<file path="src/rtl/usb_ep_interval_timer.sv">
module usb_ep_interval_timer #(
  parameter int IVL_W   = 8,
  parameter int EXP_MAX = 16
) (
  input  logic             clk,
  input  logic             rst_n,
  input  logic             ep_enable,
  input  logic             ivl_wr,
  input  logic [IVL_W-1:0] ivl_wdata,
  input  logic [1:0]       xfer_type,
  input  logic             hs_mode,
  input  logic             sof_tick,
  input  logic             nak_seen,
  input  logic             ack_seen,
  input  logic             timeout_clr,
  output logic [IVL_W-1:0] interval_q,
  output logic             poll_due,
  output logic             nak_timeout,
  output logic             rsv_err
);
  localparam int CW = (EXP_MAX > IVL_W) ? EXP_MAX : IVL_W;
  localparam logic [1:0] T_CTL = 2'b00, T_ISO = 2'b01, T_BLK = 2'b10, T_INT = 2'b11;
  localparam logic [IVL_W-1:0] M_MAX = IVL_W'(EXP_MAX);
  localparam logic [CW-1:0] ONE = CW'(1);

  logic [IVL_W-1:0] ivl;
  logic [CW-1:0]    cnt, ncnt, period;
  logic [1:0]       prev_type;
  logic             prev_hs, nak_run;

  wire is_int   = xfer_type == T_INT;
  wire is_iso   = xfer_type == T_ISO;
  wire is_blk   = xfer_type == T_BLK;
  wire periodic = is_int | is_iso;
  wire use_lin  = is_int & ~hs_mode;
  wire in_exp   = (ivl != '0) && (ivl <= M_MAX);
  wire cfg_ok   = use_lin ? (ivl != '0) :
                  periodic ? in_exp :
                  is_blk ? (ivl <= M_MAX) : 1'b1;
  wire nak_on   = is_blk && (ivl >= IVL_W'(2)) && (ivl <= M_MAX);
  wire restart  = ivl_wr | ~ep_enable | (xfer_type != prev_type) | (hs_mode != prev_hs);
  wire poll_go  = sof_tick & periodic & cfg_ok;
  wire nak_go   = sof_tick & (nak_run | nak_seen);
  wire to_set   = ~restart & ~ack_seen & nak_on & nak_go & (ncnt == period - ONE);

  assign period     = use_lin ? CW'(ivl) : (ONE << (ivl - IVL_W'(1)));
  assign interval_q = ivl;
  assign rsv_err    = ~cfg_ok;

  always_ff @(posedge clk or negedge rst_n)
    if (!rst_n) begin
      ivl       <= '0;
      prev_type <= T_CTL;
      prev_hs   <= 1'b0;
    end else begin
      if (ivl_wr) ivl <= ivl_wdata;
      prev_type <= xfer_type;
      prev_hs   <= hs_mode;
    end

  always_ff @(posedge clk or negedge rst_n)
    if (!rst_n) begin
      cnt      <= '0;
      poll_due <= 1'b0;
    end else begin
      poll_due <= 1'b0;
      if (restart)
        cnt <= '0;
      else if (poll_go) begin
        if (cnt == period - ONE) begin
          cnt      <= '0;
          poll_due <= 1'b1;
        end else
          cnt <= cnt + ONE;
      end
    end

  always_ff @(posedge clk or negedge rst_n)
    if (!rst_n) begin
      ncnt    <= '0;
      nak_run <= 1'b0;
    end else if (restart | ack_seen | ~nak_on) begin
      ncnt    <= '0;
      nak_run <= 1'b0;
    end else if (to_set) begin
      ncnt    <= '0;
      nak_run <= 1'b0;
    end else begin
      if (nak_seen) nak_run <= 1'b1;
      if (nak_go)   ncnt    <= ncnt + ONE;
    end

  always_ff @(posedge clk or negedge rst_n)
    if (!rst_n) nak_timeout <= 1'b0;
    else        nak_timeout <= to_set | (nak_timeout & ~timeout_clr);

  p_poll_pulse_r5: assert property (@(posedge clk) disable iff (!rst_n)
    poll_due |-> $past(sof_tick && ep_enable));
  p_poll_periodic_r11: assert property (@(posedge clk) disable iff (!rst_n)
    poll_due |-> $past(xfer_type == T_INT || xfer_type == T_ISO));
  p_rsv_quiet_r9: assert property (@(posedge clk) disable iff (!rst_n)
    $past(rsv_err) |-> (!poll_due && !$rose(nak_timeout)));
  p_nak_bulk_r6: assert property (@(posedge clk) disable iff (!rst_n)
    $rose(nak_timeout) |-> $past(xfer_type == T_BLK && ep_enable && sof_tick));
  p_sticky_r6: assert property (@(posedge clk) disable iff (!rst_n)
    ($past(nak_timeout) && !$past(timeout_clr)) |-> nak_timeout);
  p_no_bulk_off_r7: assert property (@(posedge clk) disable iff (!rst_n)
    $rose(nak_timeout) |-> ($past(interval_q) >= IVL_W'(2)));
endmodule

</file>
<file path="config.mk">
export PLATFORM = sky130hd
export DESIGN_NAME = usb_ep_interval_timer
export DESIGN_NICKNAME = d
export VERILOG_FILES = /design/src/rtl/usb_ep_interval_timer.sv
export SDC_FILE = /design/constraint.sdc
export NUM_CORES = 1
export LEC_CHECK = 0
export BUFFER_PORTS_ARGS = -buffer_cell sky130_fd_sc_hd__buf_2
export CAP_MARGIN = 10
export CELL_PAD_IN_SITES_DETAIL_PLACEMENT = 2
export CELL_PAD_IN_SITES_GLOBAL_PLACEMENT = 2
export CORE_MARGIN = 2
export CORE_UTILIZATION = 37
export DETAILED_ROUTE_END_ITERATION = 16
export GPL_TIMING_DRIVEN = 0
export MAX_ROUTING_LAYER = met4
export PLACE_DENSITY_LB_ADDON = 0.1
export SLEW_MARGIN = 20
export SYNTH_ARGS = -nofsm -noshare
export SYNTH_HDL_FRONTEND = slang
export SYNTH_SLANG_ARGS = --single-unit
</file>
<file path="constraint.sdc">
create_clock -name clk -period 5.3 [get_ports clk]
set_clock_uncertainty 0.1 [all_clocks]
set_input_delay 0.53 -clock clk [delete_from_list [all_inputs] [get_ports clk]]
set_output_delay 0.53 -clock clk [all_outputs]
set_load 0.01 [all_outputs]
</file>
Word level (Yosys, flattened, before mapping)
Cells that the tools add are included.
Storage, ports and cells
  word-level logic and storage cells: 69
  register bits after elaboration: 46
  output and inout bits: 11
  input port bits: 19
Operators by class
  bitwise operators: 24
  shifts and indexed selects: 1
  equal/unequal tests: 7
  muxes and demuxes: 16
  $add $sub $neg: 4
  magnitude comparators: 2
  reduce and logical (&&, ||, !) cells: 7
Operators with widths (number)
  16-bit two-way mux: 7
  16-bit by 1-bit adder with 16-bit output, second input constant: 2
  16-bit equality test: 2
  1-bit by 8-bit << shifter with 16-bit output, first input constant: 1
  16-bit by 1-bit subtractor with 16-bit output, second input constant: 1
  1-bit bitwise AND: 9
  1-bit two-way mux: 9
  8-bit by 2-bit >= comparator with 1-bit output, second input constant: 1
  8-bit by 5-bit <= comparator with 1-bit output, second input constant: 1
  1-bit OR: 8
  8-bit nonzero test: 1
  8-bit by 1-bit subtractor with 8-bit output, second input constant: 1
  1-bit inverter: 7
  3-bit nonzero test: 2
  2-bit equality test, second input constant: 2
  1-bit logical AND: 3
  2-bit by 1-bit equality test with 1-bit output, second input constant: 1
  2-bit inequality test: 1
  2-bit nonzero test: 1
  1-bit inequality test: 1

Depth between registers and ports, before layout
Gate-level depths: netlist of run 1.
  depth after elaboration: 11
  mapped depth: 19
  mapped depth without buffers: 16

Worst setup path after synthesis of run 1
Ideal clock, no wire load.
  kind: register to register
  start: register ivl[0] (netlist: interval_q[0])
  end: register ncnt[11]
  setup slack: 823 ps
  path buffers: 3
  arrival time: 4258 ps
  data required time: 5081 ps
  library setup time: 119 ps
  period minus slack after synthesis: 4477 ps
  cell stages (with the launch flop): 18
  cells stage by stage: dfrtp_1 clkbuf_1 buf_2 inv_1 ha_1 o21bai_1 a211o_1 a31oi_1 a22oi_1 ha_1 xor2_1 nand2_1 or4_4 a2111oi_4 o2111ai_2 o21bai_4 buf_8 nor2_2
Between the ends
  longest elaborated chain between the ends: 8
  elaborated cells on any way between the ends: 17
  classes of those cells: add/sub (2); order compare (2); eq/ne (1); shift (1); mux (3); bitwise (5); reduce/logical (3)
Ends and longest elaborated chain
  start, declared: RTL line 26  | logic [IVL_W-1:0] ivl;
  start signal, assigned: RTL line 56  | if (ivl_wr) ivl <= ivl_wdata;
  8-bit by 1-bit subtractor with 8-bit output / 8-bit by 2-bit >= comparator with 1-bit output (equally long branches): RTL line 46, 40
  1-bit by 8-bit << shifter with 16-bit output / 1-bit logical AND (equally long branches): RTL line 46, 40
  16-bit two-way mux / 1-bit logical AND (equally long branches): RTL line 46, 40
  16-bit by 1-bit subtractor with 16-bit output / 1-bit bitwise AND (equally long branches): RTL line 44  | wire to_set = ~restart & ~ack_seen & nak_on & nak_go & (ncnt == period - ONE);
  16-bit equality test / 1-bit bitwise AND (equally long branches): RTL line 44
  1-bit bitwise AND: RTL line 44
  16-bit two-way mux: RTL line 85  | end else if (to_set) begin
  16-bit two-way mux: RTL line 82  | end else if (restart | ack_seen | ~nak_on) begin
  end signal, assigned: RTL line 90  | if (nak_go) ncnt <= ncnt + ONE;
  end, declared: RTL line 27  | logic [CW-1:0] cnt, ncnt, period;
Several ways; a longest one is shown, not always the timed one.
A chain may end at the register's enable or synchronous reset.

Worst setup path after layout of run 1
  start: register ivl[0] (netlist: interval_q[0])
  end: register ncnt[8]
The elaborated chain is that of the path after synthesis.

==> results of run 1 <==
registers in the layout (all words and copies together), names as in the netlist:
name and cells:
cnt 16, interval_q 8, nak_run 1, nak_timeout 1, ncnt 16, poll_due 1, prev_hs 1, prev_type 2
per-layer routing:
metal,routed length [µm],GRT usage [%]
met5,0,-
met4,371,7.59
met3,479,4.35
met2,7520,47.4
met1,6450,32.8
cells by family (layout without fill, tap and decap cells):
family                     after synthesis  in the layout  share of synthesized area, %
AOI/OAI and AO/OA                      114            114                          21.1
xor gates and xnor gates                45             45                          11.3
adders and majority gates                6              6                          1.81
buffers and inverters                   49             90                          5.21
DFF                                     46             46                          27.7
muxes                                   11             11                          2.80
and+or+nand+nor                        235            235                          30.1
metrics by stage:
step / utilization, % / instances / setup slack [ns] / area, µm² / TNS, ns
floorplan: - / 506 / 0.823 / 4160 / 0
global placement: 41.1 / 675 / -0.342 / 4480 / -5.01
detailed placement: 41.1 / 675 / -0.549 / 4480 / -11.29
CTS: 42.6 / 686 / 0.0890 / 4640 / 0
global route: 43.2 / 687 / 0.0348 / 4700 / 0
finish: 43.2 / 687 / 0.219 / 4700 / 0
path summary, 6_finish.rpt:
path                                     end     startpoint  slack, ns
worst min register to register       nak_run        nak_run       0.44
worst max-delay path                 ncnt[8]  interval_q[0]       0.22
max in group asynchronous            ncnt[2]          rst_n       4.56
worst min-delay path                 cnt[13]          rst_n       0.10
worst max register to register       ncnt[8]  interval_q[0]       0.22
min in group clk                prev_type[0]   xfer_type[0]       0.21
worst reg2reg max path, delay by kind of cell, from the launching register on:
kind | cells | cell delay [ns]
buf+inv | 4 | 0.75
flops | 1 | 0.51
fa+ha+maj | 2 | 0.66
compound gates | 7 | 2.13
simple gates | 3 | 0.66
xor+xnor | 1 | 0.18
power by group:
group	total (mW)	internal, mW	switching [mW]	leakage (nW)
clock	0.246	0.105	0.141	0.0472
sequential	0.366	0.358	0.00870	0.620
combinational	0.294	0.104	0.190	1.19
area by class of cell:
type	instances	area, µm²	area share (%)
well taps	140	175	3.73
inverters	16	63.8	1.36
clock inverters	2	12.5	0.266
plain buffers	31	153	3.25
multi-input cells	411	2870	61.0
flip-flops and latches	46	1150	24.5
clock buffers	6	82.6	1.76
repair buffers	35	193	4.10
placed cells by master, fill, tap and decap left out, types with 10 or more instances in the layout:
master    instances
dfrtp_1          46
o21ai_0          15
xnor2_1          20
a31oi_1          13
buf_2            35
nor2_2           10
nand2_1          53
clkbuf_1         18
nand4_1          14
nand3_1          33
inv_1            15
nor2_1           37
a21oi_1          17
nor3_1           20
and3_1           11
xor2_1           19
timing repair:
action / CTS / global route
gates resized for setup: 8 / 8
hold endpoints to repair: 0 / 0
setup endpoints to repair: 33 / 31
pin swaps: 1 / 1
hold buffers: 0 / 0
setup buffers: 3 / 3
==> results.md, run 1 <==
* Die span in y at 110 µm
* Worst-path fanout max at 10
* H-tree Lvls at 2
* CTS tree: done
* First-pass GRT wire length at 24.5 mm
* Clk buf depth at 2
* Worst Setup Path Type: reg -> reg
* Antenna Nets Post-Route at 0
* Clk slew on worst S/H paths at 0.10 ns
* Yosys top cell area share at 27.7%
* CP top delay family: compound AO/OA/AOI/OAI gates
* Vias in the first global route at 4555
* Final min period at 5.08 ns
* Final hold viol count at 0
* Drt drc at 0
* Arrival @ worst endpoint at 5.20 ns
* Worst EP required at 5.42 ns
* Worst VDD drop at 0.0997 mV
* Stages on the worst setup path at 17
* Pins Over Slew Limit at 0
* DP HPWL at 11.4 mm
* Maxcap violations at 0
* Post-synth top area cell: dfrtp_1
* Total Nets Final at 571
* # clock sinks at 46
* Clk_lat worst skew at 0.33 ns
* Area grow syn2layout at 13.1%
* PwrDens at 193 nW/µm²
* Die span in x at 110 µm
* Initial Utilization at 38.2%
* Routed via count at 4142
* Core area at 10900 µm²
* CP max-delay cell: or4_4
* Largest net degree at the start of global routing at 47
* CP bufs+invs at 4
* Final wirelength at 14.8 mm
* Total grt overflow at 0
* Routed wire per std cell at 21.6 µm
* Io pins at 30
* Slew @ Worst Pin at 0.791 ns
* FP Rows at 38
* I/O Buffers at 29
* Final setup vio count at 0
* Worst reg2reg path depth at 17
* Area contributors post-synth: dfrtp_1 28%, nand2_1 4.8%, xnor2_1 4.2%
* HP Class: in -> async
* Synth Cell Area at 4160 µm²
* Unique masters post-synth at 74
* CTS root buffer: clkbuf_8
* Diodes inserted at 0
* Syn_nets at 531
* CP max stage delay at 0.53 ns
* Final Power at 0.906 mW
* Post-synth ARST share at 100%
* Warnings from Yosys at 0
* Slew HR at 46.8%
* Peak Freq at 197 MHz
* Crit start category: flip-flop
* Most used DFF post-synth: dfrtp_1
* Antenna violations before repair at 0
* Syn Area/Cell at 8.21 µm²
* Fraction of layout instances using a drive strength above 1 at 17.7%
* Crit. End Element: flip-flop
* Worst hold slack at 0.104 ns
* Fillcell total at 1250
* Syn Inst Count at 506
* Number of synthesized flops with an enable pin at 0
* Total CTS buffers at 5
* Unrepaired setup endpoints after global routing: no
* Status: finished clean
* Commonest cells post-synth: 53 x nand2_1, 46 x dfrtp_1, 37 x nor2_1
* GRT Overall Usage at 27.3%
* Die Area at 12100 µm²
* Vias per inst at 6.03
* Post-route clock period utilization at 95.9%
* TritonRoute pass-1 iters at 4
* Count leader, synth: nand2_1
* Leakage power at 1.85 nW
* CP cell instances: clkbuf_4 > clkinvlp_4 > ha_2 > o21bai_1 > a211o_1 > a31o_4 > o22ai_4 > inv_1 > ha_1 > xor2_1 > nand2_1 > or4_4 > a2111oi_4 > o2111ai_2 > o21bai_4 > buf_8 > nor2_2
* Gpl congestion at 0.898
* Register area share after synthesis at 27.7%
* Initial DRC Count at 201
* Seq cells post-synth at 46
Power figures use the tool's default switching activity.
==> run 2: changes to the inputs <==
--- a/config.mk
+++ b/config.mk
@@ -7,2 +7,3 @@
 export LEC_CHECK = 0
+export ABC_AREA = 1
 export BUFFER_PORTS_ARGS = -buffer_cell sky130_fd_sc_hd__buf_2
@@ -12,3 +13,3 @@
 export CORE_MARGIN = 2
-export CORE_UTILIZATION = 37
+export CORE_UTILIZATION = 34
 export DETAILED_ROUTE_END_ITERATION = 16
@@ -17,2 +18,3 @@
 export PLACE_DENSITY_LB_ADDON = 0.1
+export RECOVER_POWER = 100
 export SLEW_MARGIN = 20
==> constraint.sdc (replaced) <==
create_clock -name clk -period 5.3 [get_ports clk]
set_clock_uncertainty 0.1 [all_clocks]
set_input_delay 1.06 -clock clk [delete_from_list [all_inputs] [get_ports clk]]
set_output_delay 1.06 -clock clk [all_outputs]
set_load 0.01 [all_outputs]
==> run 2 against run 1 <==
Compared with the run above:
- the flow now finishes with violations (capacitance limit, slew limit)
- maximum frequency grew 9.1%
- highest routed layer unchanged
- register-to-register slack gained 0.42 ns
- routed wire length shrank 6.7%
- area after synthesis shrank 6.2%
- sequential share of layout area grew 2.3 points
- total power grew 5.6%
- largest cell class unchanged
- via count shrank 3.1%
- worst setup slack gained 0.42 ns
- critical path depth grew 10
==> results.md, run 2 <==
* I/O Buffers at 29 (unchanged)
* Total Nets Final at 652 (was 571)
* Worst VDD drop at 0.134 mV (was 0.0997 mV)
* Slew HR at -87.0% (was 46.8%)
* Fraction of layout instances using a drive strength above 1 at 13.7% (was 17.7%)
* # clock sinks at 46 (unchanged)
* Commonest cells post-synth: 148 x nand2_1, 74 x inv_1, 65 x nand3_1 (was 53 x nand2_1, 46 x dfrtp_1, 37 x nor2_1)
* Routed via count at 4014 (was 4142)
* Post-CTS resize count at 0 (was 8)
* CTS root buffer: clkbuf_16 (was clkbuf_8)
* Worst-path fanout max at 11 (was 10)
* HP Class: reg -> reg (was in -> async)
* Post-synth ARST share at 100% (unchanged)
* CTS tree: done (unchanged)
* Setup TNS at 0 ns (unchanged)
* Final wirelength at 13.8 mm (was 14.8 mm)
* Fin util at 38.0% (was 43.2%)
* Syn_nets at 616 (was 531)
* Setup WS pre-CTS at 0.770 ns (was -0.549 ns)
* Routed wire per std cell at 17.9 µm (was 21.6 µm)
* First-pass GRT wire length at 23.0 mm (was 24.5 mm)
* Initial Utilization at 34.4% (was 38.2%)
* Antenna Nets Post-Route at 0 (unchanged)
* Most used DFF post-synth: dfrtp_1 (unchanged)
* Warnings from Yosys at 0 (unchanged)
* Final min period at 4.66 ns (was 5.08 ns)
* Post-route clock period utilization at 87.9% (was 95.9%)
* TritonRoute pass-1 iters at 4 (unchanged)
* DP HPWL at 11.4 mm (about the same)
* Hold depth at 2
* Unique masters post-synth at 33 (was 74)
* Final setup vio count at 0 (unchanged)
* Total CTS buffers at 5 (unchanged)
* Seq cells post-synth at 46 (unchanged)
* Largest net degree at the start of global routing at 47 (unchanged)
* Failing checks: capacitance limit, slew limit
* Worst reg2reg path depth at 27 (was 17)
* Count leader, synth: nand2_1 (unchanged)
* Maxcap violations at 1 (was 0)
* Core area at 11300 µm² (was 10900 µm²)
* Syn Inst Count at 591 (was 506)
* Pins Over Slew Limit at 47 (was 0)
* Post-synth top area cell: dfrtp_1 (unchanged)
* Vias per inst at 5.21 (was 6.03)
* Drt drc at 0 (unchanged)
* Leakage power at 1.97 nW (was 1.85 nW)
* Main combinational cell family by area after synthesis: simple AND/OR/NAND/NOR gates (unchanged)
* Clk_lat worst skew at 0.31 ns (was 0.33 ns)
* Arrival @ worst endpoint at 4.75 ns (was 5.20 ns)
* Slew @ Worst Pin at 2.80 ns (was 0.791 ns)
* Clk buf depth at 2 (unchanged)
* Die span in y at 111 µm (was 110 µm)
* Gpl congestion at 0.836 (was 0.898)
* FP Rows at 39 (was 38)
* Post-synthesis mux area share at 0% (was 2.80%)
* Status: finished with violations (was finished clean)
* Final Power at 0.957 mW (was 0.906 mW)
* GRT Overall Usage at 24.2% (was 27.3%)
* Post-Synth XOR/XNOR Area at 4.04% (was 11.3%)
* Area contributors post-synth: dfrtp_1 30%, nand2_1 14%, nand3_1 8.3% (was dfrtp_1 28%, nand2_1 4.8%, xnor2_1 4.2%)
* Io pins at 30 (unchanged)
* Simple-gate share of the synthesized area at 48.7% (was 30.1%)
* Diodes inserted at 0 (unchanged)
* Total grt overflow at 0 (unchanged)
* Fillcell total at 1424 (was 1250)
* Initial DRC Count at 158 (was 201)
* Antenna violations before repair at 0 (unchanged)
* Number of post-CTS setup repair buffers at 0 (was 3)
* Unrepaired setup endpoints after global routing: no (unchanged)
* Final hold viol count at 0 (unchanged)
* H-tree Lvls at 2 (unchanged)
* Syn Area/Cell at 6.60 µm² (was 8.21 µm²)
* Worst Setup Path Type: reg -> reg (unchanged)
* Clk slew on worst S/H paths at 0.07 ns (was 0.10 ns)
* Crit. End Element: flip-flop (unchanged)
* Most frequent cells in the layout: 150 x nand2_1, 75 x inv_1, 69 x nor2_1 (was 53 x nand2_1, 46 x dfrtp_1, 37 x nor2_1)
* Die Area at 12300 µm² (was 12100 µm²)
* Commonest non-fill, non-tap cell in the layout: nand2_1 (unchanged)
* PwrDens at 223 nW/µm² (was 193 nW/µm²)
* Yosys top cell area share at 29.5% (was 27.7%)
* Number of buffers inserted by hold repair at cts at 0 (unchanged)
* Area grow syn2layout at 10.3% (was 13.1%)
* Compound-Gate Fraction of Synth Area at 6.90% (was 21.1%)
* Number of synthesized flops with an enable pin at 0 (unchanged)
* Peak Freq at 215 MHz (was 197 MHz)
* Worst EP required at 5.39 ns (was 5.42 ns)
* Crit start category: flip-flop (unchanged)
* Die span in x at 111 µm (was 110 µm)
* Vias in the first global route at 4414 (was 4555)
* Synth Area in Adders at 1.93% (was 1.81%)
* Final worst slack at 0.641 ns (was 0.219 ns)
* Worst hold slack at 0.411 ns (was 0.104 ns)
* Synth Cell Area at 3900 µm² (was 4160 µm²)
* Register area share after synthesis at 29.5% (was 27.7%)
## run 2: cell count changes in the layout (fill, tap and decap cells not counted), moves of 15 or more
cell,change
nand2_1,+97
inv_1,+60
nand3_1,+34
nor2_1,+32
buf_2,-21
nand2_2,+20
xnor2_1,-17
o21ai_0,+15
## run 2: area by class of cell
class                      count  area, µm²  area share, %
clock buffer                   6        129           3.00
tap                          143        179           4.16
timing repair buffer          29        126           2.94
clock inverter                 2       13.8          0.320
multi-input combinational    459       2350           54.8
buffer                         5       41.3          0.960
sequential                    46       1150           26.8
inverter                      81        304           7.07
## run 2: final timing paths
path | slack, ns | startpoint | to
max | 0.64 | interval_q[0] | ncnt[6]
min | 0.41 | nak_run | nak_run
max reg2reg | 0.64 | interval_q[0] | ncnt[6]
min reg2reg | 0.41 | nak_run | nak_run
max in group asynchronous | 1.95 | rst_n | ncnt[2]
min in group asynchronous | 1.54 | rst_n | interval_q[5]
## run 2: metal layers
metal  share of wire, %  wire [µm]  global-route usage [%]
met5                  0          0                       -
met4               0.85        118                    4.36
met3                2.4        329                    3.61
met2                 49       6770                    41.4
met1                 48       6600                    30.9
## run 2: metrics by stage
stage / instance area, µm² / instances
final: 4300 / 771
after global routing: 4300 / 771
after CTS: 4370 / 771
after detailed placement: 4230 / 763
after global placement: 4220 / 763
after floorplan: 3900 / 591
## run 2: cells by family (layout without fill, tap and decap cells)
logic type / count (synthesis) / in the layout
AOI/OAI and AO/OA: 52 / 52
DFF: 46 / 46
buffers and inverters: 86 / 123
adders and majority gates: 6 / 6
and+or+nand+nor: 383 / 383
xor gates and xnor gates: 18 / 18
## run 2: critical path, cell delays in order (launching register included)
cell     delay [ns]
dfrtp_1        0.48
inv_1          0.26
ha_1           0.32
inv_1          0.08
nor2_2         0.06
nand3_1        0.08
nand2_1        0.09
nor2_4         0.18
nand3_1        0.10
nor2_1         0.24
nand3_2        0.09
nand2_1        0.20
inv_2          0.13
ha_1           0.37
xnor2_1        0.16
nor2_1         0.11
nand2_1        0.07
nor2_1         0.09
nand3_1        0.09
a21oi_1        0.17
nand2_1        0.10
nor2_1         0.16
nand2_1        0.08
nor2_2         0.11
nand3_2        0.19
nand2_4        0.20
buf_6          0.19
nor2_1         0.06
## run 2: where the power goes
part / leakage (nW) / internal [mW] / switching [mW] / total, mW
combinational: 1.28 / 0.0765 / 0.185 / 0.262
sequential: 0.621 / 0.358 / 0.0112 / 0.369
clock: 0.0708 / 0.176 / 0.151 / 0.327
total: 1.97 / 0.610 / 0.348 / 0.957
